File: src/rtl/sgnj_pkg.sv
package sgnj_pkg;

    parameter int unsigned REG_W = 64;
    parameter int unsigned SP_W  = 32;
    parameter logic [31:0] CANON_QNAN = 32'h7FC0_0000;

    typedef enum logic [1:0] {
        OP_COPY = 2'b00,
        OP_NEG  = 2'b01,
        OP_XOR  = 2'b10,
        OP_BAD  = 2'b11
    } sgnj_op_e;

    typedef enum logic {
        FMT_BOXED  = 1'b0,
        FMT_INTREG = 1'b1
    } sgnj_fmt_e;

    // Select the new sign bit from the two incoming signs.
    function automatic logic pick_sign(sgnj_op_e op, logic sa, logic sb);
        logic s;
        case (op)
            OP_COPY: s = sb;
            OP_NEG:  s = ~sb;
            OP_XOR:  s = sa ^ sb;
            default: s = 1'b0;
        endcase
        return s;
    endfunction

endpackage

File: src/rtl/sgnj_unbox.sv
module sgnj_unbox
    import sgnj_pkg::*;
#(
    parameter int unsigned RW = 64,
    parameter int unsigned SW = 32,
    parameter logic [SW-1:0] QNAN = SW'(32'h7FC0_0000)
) (
    input  logic [RW-1:0] raw,
    input  sgnj_fmt_e     fmt,
    output logic [SW-1:0] value
);
    localparam int unsigned UPPER_W = RW - SW;

    logic box_ok;

    generate
        if (UPPER_W > 0) begin : g_upper
            assign box_ok = &raw[RW-1:SW];
        end else begin : g_flat
            assign box_ok = 1'b1;
        end
    endgenerate

    always_comb begin
        if (fmt == FMT_INTREG) begin
            value = raw[SW-1:0];
        end else if (box_ok) begin
            value = raw[SW-1:0];
        end else begin
            value = QNAN;
        end
    end
endmodule

File: src/rtl/sgnj_core.sv
module sgnj_core
    import sgnj_pkg::*;
#(
    parameter int unsigned SW = 32
) (
    input  logic [SW-1:0] opa,
    input  logic [SW-1:0] opb,
    input  sgnj_op_e      op,
    output logic [SW-1:0] value,
    output logic          bad_op
);
    localparam int unsigned SGN = SW - 1;

    always_comb begin
        if (op == OP_BAD) begin
            value  = '0;
            bad_op = 1'b1;
        end else begin
            value  = {pick_sign(op, opa[SGN], opb[SGN]), opa[SGN-1:0]};
            bad_op = 1'b0;
        end
    end
endmodule

File: src/rtl/sgnj_box.sv
module sgnj_box
    import sgnj_pkg::*;
#(
    parameter int unsigned RW = 64,
    parameter int unsigned SW = 32
) (
    input  logic [SW-1:0] value,
    input  sgnj_fmt_e     fmt,
    input  logic          zero,
    output logic [RW-1:0] packed_out
);
    localparam int unsigned UPPER_W = RW - SW;

    generate
        if (UPPER_W > 0) begin : g_wide
            logic [UPPER_W-1:0] fill;
            always_comb begin
                if (fmt == FMT_INTREG) begin
                    fill = {UPPER_W{value[SW-1]}};
                end else begin
                    fill = '1;
                end
            end
            assign packed_out = zero ? '0 : {fill, value};
        end else begin : g_same
            assign packed_out = zero ? '0 : value;
        end
    endgenerate
endmodule

File: src/rtl/sgnj_unit.sv
module sgnj_unit
    import sgnj_pkg::*;
#(
    parameter int unsigned RW = sgnj_pkg::REG_W,
    parameter int unsigned SW = sgnj_pkg::SP_W
) (
    input  logic          clk,
    input  logic          rst,
    input  logic          op_valid,
    input  logic [1:0]    op_code,
    input  logic          op_same,
    input  logic          int_mode,
    input  logic [RW-1:0] src_a,
    input  logic [RW-1:0] src_b,
    output logic          res_valid,
    output logic [RW-1:0] res_data,
    output logic          res_err
);
    localparam int unsigned NSRC = 2;
    localparam logic [SW-1:0] QNAN = SW'(CANON_QNAN);

    sgnj_op_e  op_e;
    sgnj_fmt_e fmt_e;
    logic [RW-1:0] raw_src [NSRC];
    logic [SW-1:0] sp_src  [NSRC];
    logic [SW-1:0] core_val;
    logic          core_bad;
    logic [RW-1:0] formatted;

    assign op_e       = sgnj_op_e'(op_code);
    assign fmt_e      = sgnj_fmt_e'(int_mode);
    assign raw_src[0] = src_a;
    assign raw_src[1] = op_same ? src_a : src_b;

    generate
        for (genvar i = 0; i < NSRC; i++) begin : g_src
            sgnj_unbox #(.RW(RW), .SW(SW), .QNAN(QNAN)) u_unbox (
                .raw   (raw_src[i]),
                .fmt   (fmt_e),
                .value (sp_src[i])
            );
        end
    endgenerate

    sgnj_core #(.SW(SW)) u_core (
        .opa    (sp_src[0]),
        .opb    (sp_src[1]),
        .op     (op_e),
        .value  (core_val),
        .bad_op (core_bad)
    );

    sgnj_box #(.RW(RW), .SW(SW)) u_box (
        .value      (core_val),
        .fmt        (fmt_e),
        .zero       (core_bad),
        .packed_out (formatted)
    );

    always_ff @(posedge clk) begin
        if (rst) begin
            res_valid <= 1'b0;
            res_data  <= '0;
            res_err   <= 1'b0;
        end else begin
            res_valid <= op_valid;
            res_err   <= op_valid & core_bad;
            if (op_valid) begin
                res_data <= formatted;
            end
        end
    end

    // the valid flag follows the strobe by one cycle
    p_valid_follow_r2: assert property (@(posedge clk) disable iff (rst)
        op_valid |=> res_valid);
    p_idle_hold_r2: assert property (@(posedge clk) disable iff (rst)
        !op_valid |=> (!res_valid && $stable(res_data)));
    // copy sign in integer mode takes the second sign
    p_copy_sign_r3: assert property (@(posedge clk) disable iff (rst)
        (op_valid && op_code == 2'b00 && !op_same && int_mode)
        |=> res_data[SW-1] == $past(src_b[SW-1]));
    // boxed mode results carry all-ones upper halves
    p_boxed_upper_r8: assert property (@(posedge clk) disable iff (rst)
        (op_valid && !int_mode && op_code != 2'b11)
        |=> &res_data[RW-1:SW]);
    // integer mode results are sign-extended
    p_sext_r9: assert property (@(posedge clk) disable iff (rst)
        (op_valid && int_mode && op_code != 2'b11)
        |=> res_data[RW-1:SW] == {(RW-SW){res_data[SW-1]}});
    // illegal code zeroes the result and raises the flag
    p_bad_op_r10: assert property (@(posedge clk) disable iff (rst)
        (op_valid && op_code == 2'b11) |=> (res_err && res_data == '0));
    p_err_clear_r10: assert property (@(posedge clk) disable iff (rst)
        (op_code != 2'b11 || !op_valid) |=> !res_err);
endmodule

File: config.mk
export PLATFORM = sky130hd
export DESIGN_NAME = sgnj_unit
export DESIGN_NICKNAME = d
export VERILOG_FILES = /design/src/rtl/sgnj_pkg.sv /design/src/rtl/sgnj_unbox.sv /design/src/rtl/sgnj_core.sv /design/src/rtl/sgnj_box.sv /design/src/rtl/sgnj_unit.sv
export SDC_FILE = /design/constraint.sdc
export NUM_CORES = 1
export LEC_CHECK = 0
export ABC_AREA = 0
export BUFFER_PORTS_ARGS = -buffer_cell sky130_fd_sc_hd__buf_4
export CAP_MARGIN = 20
export CORE_MARGIN = 3
export CORE_UTILIZATION = 30
export DETAILED_ROUTE_END_ITERATION = 6
export GPL_ROUTABILITY_DRIVEN = 0
export PLACE_DENSITY = 0.58
export SYNTH_ARGS = -nofsm -noshare
export SYNTH_HDL_FRONTEND = slang
export SYNTH_HIERARCHICAL = 1
export SYNTH_SLANG_ARGS = --single-unit
File: constraint.sdc
create_clock -name clk -period 3.1 [get_ports clk]
set_clock_uncertainty 0.05 [all_clocks]
set_input_delay 0.155 -clock clk [delete_from_list [all_inputs] [get_ports clk]]
set_output_delay 0.155 -clock clk [all_outputs]
set_load 0.005 [all_outputs]
==> run summary <==
Max-slew violations = 0
Total grt overflow = 0
Crit path kind = primary input to register
Final hold slack = 0.3097 ns
Vias per inst = 4.481
Core area = 12930 um^2
Post-CTS Hold Buffers = 0
Design Area, Final = 5371 um^2
1st-pass router iterations = 3
Full die area = 15010 um^2
Power Dens Cells = 434.7 nW/um^2
# fillers = 1337
CTS sink cnt = 66
Post-Syn Nets = 549
Post-route antenna net violation count = 0
Num CTS Buffers = 9
Total Wirelength = 10.22 mm
Final TNS setup = 0 ns
# DRC = 0
Hold crit path type = primary input to register
Max-cap viol count = 0
Initial antenna violation count = 0
Worst setup EP type = register
Critical Path Start Type = primary input
Layout Utilization = 41.55%
Total power = 2.335 mW
Slew Limit Headroom = 27.49%
Tcrit/Tclk final = 80.31%
Cell Area, Synth = 4073 um^2
Clock-pin slew on the worst setup and hold paths = 0.05 ns
Largest net degree at the start of global routing = 66
Crit path max fanout = 32
Synth Instances = 414
Cell Rows = 41
Peak supply drop = 0.0002262 V
Post-layout net count = 676
Area delta synth->final = 31.89%
Die W = 122.5 um
# placed instances = 702
First-pass GRT wire length = 16.07 mm
Port Buf Inserts = 169
Die Y = 122.5 um
Ratio of cells with drive above 1 in the final layout = 46.61%
# diodes = 0
GRT Total Usage = 13.75%
Initial Util = 31.50%
HPWL Detailed = 7.603 mm
Non-Filler Instances = 717
Hold path cells = 2
DP Worst Slack = 0.2113 ns
Worst-margin pin slew = 1.088 ns
RSZ-0062 raised after global routing = no
I/O Pins = 201
DP Area = 5099 um^2
Avg Cell Area, Syn = 9.837 um^2
H-tree depth = 3
Cells on worst reg2reg path = 2
Critical Path AT = 2.62 ns
Initial DRC Count = 89
WP data required = 3.23 ns
Wire per inst = 14.26 um
Clk Latency, worst-skew pair = 0.32 ns
CTS resizes = 0
Final worst slack = 0.6104 ns
DR vias = 3213
Clock buffer depth = 2
# Post-CTS Setup Buffers = 0
CTS tree = done
FMAX = 401.7 MHz
Status = finished clean
Final setup fails = 0
Syn. warnings = 6
Root buffer cell = clkbuf_16
Min Tclk post-route = 2.490 ns
Leakage power = 2.639 nW
Final hold vios = 0
Vias in the first global route = 3213
registers in the layout, summed over array words and instances (netlist names):
name	count
res_data	64
res_err	1
res_valid	1
routing by layer:
| layer | part of all wire [%] | vias to the layer above | GRT usage (%) |
|---|---|---|---|
| met5 | 0 | - | 0 |
| li1 | - | 1595 | - |
| met4 | 0.78 | 0 | 3.919 |
| met3 | 9.2 | 6 | 5.622 |
| met1 | 39 | 1489 | 15.10 |
| met2 | 51 | 123 | 24.36 |
cell type report:
type,count,area (um^2),share of cell area (%)
Sequential cell,66,1321,24.60
Timing Repair Buffer,175,1314,24.46
Inverter,2,7.507,0.1398
Clock buffer,13,260.3,4.845
Tap cell,172,215.2,4.007
Multi-Input combinational cell,287,2241,41.72
Clock inverter,2,12.51,0.2329
power breakdown:
group / internal, mW / switching [mW]
Clock: 0.578 / 0.339
Sequential: 0.900 / 0.0270
Combinational: 0.300 / 0.190
Total: 1.78 / 0.556
final timing paths:
check / start / end / slack [ns]
worst max-delay path: op_same / res_data[42]$_SDFFE_PP0P_ / 0.61
worst min register to register: res_data[33]$_SDFFE_PP0P_ / res_data[33]$_SDFFE_PP0P_ / 0.44
worst min-delay path: rst / res_data[44]$_SDFFE_PP0P_ / 0.31
worst max register to register: res_data[18]$_SDFFE_PP0P_ / res_data[18]$_SDFFE_PP0P_ / 2.41
cell usage in the layout, fill, tap and decap left out:
cell type,instances
a21boi_0,1
a21oi_1,1
a21oi_2,2
and2_1,1
and2_2,2
and2_4,29
and2b_1,1
and3b_2,1
buf_4,175
clkbuf_1,2
clkbuf_16,9
clkbuf_8,2
clkinv_2,1
clkinvlp_4,1
dfxtp_1,66
inv_1,2
mux2_1,2
mux2_4,31
mux2i_1,64
nand2_2,1
nand4_1,16
nor2_1,65
nor2b_1,55
nor4_1,4
o21ai_0,1
o31a_1,1
or2_1,9
critical path: stages:
cell,delay [ns]
buf_4,0.26
buf_4,0.23
mux2_4,0.16
nand4_1,0.09
nor4_1,0.34
a21oi_1,0.12
nor2b_1,0.17
and3b_2,0.22
o31a_1,0.24
inv_1,0.09
a21oi_2,0.06
buf_4,0.23
mux2i_1,0.18
nor2_1,0.05
Note: power is estimated with default switching activity, not from simulation.
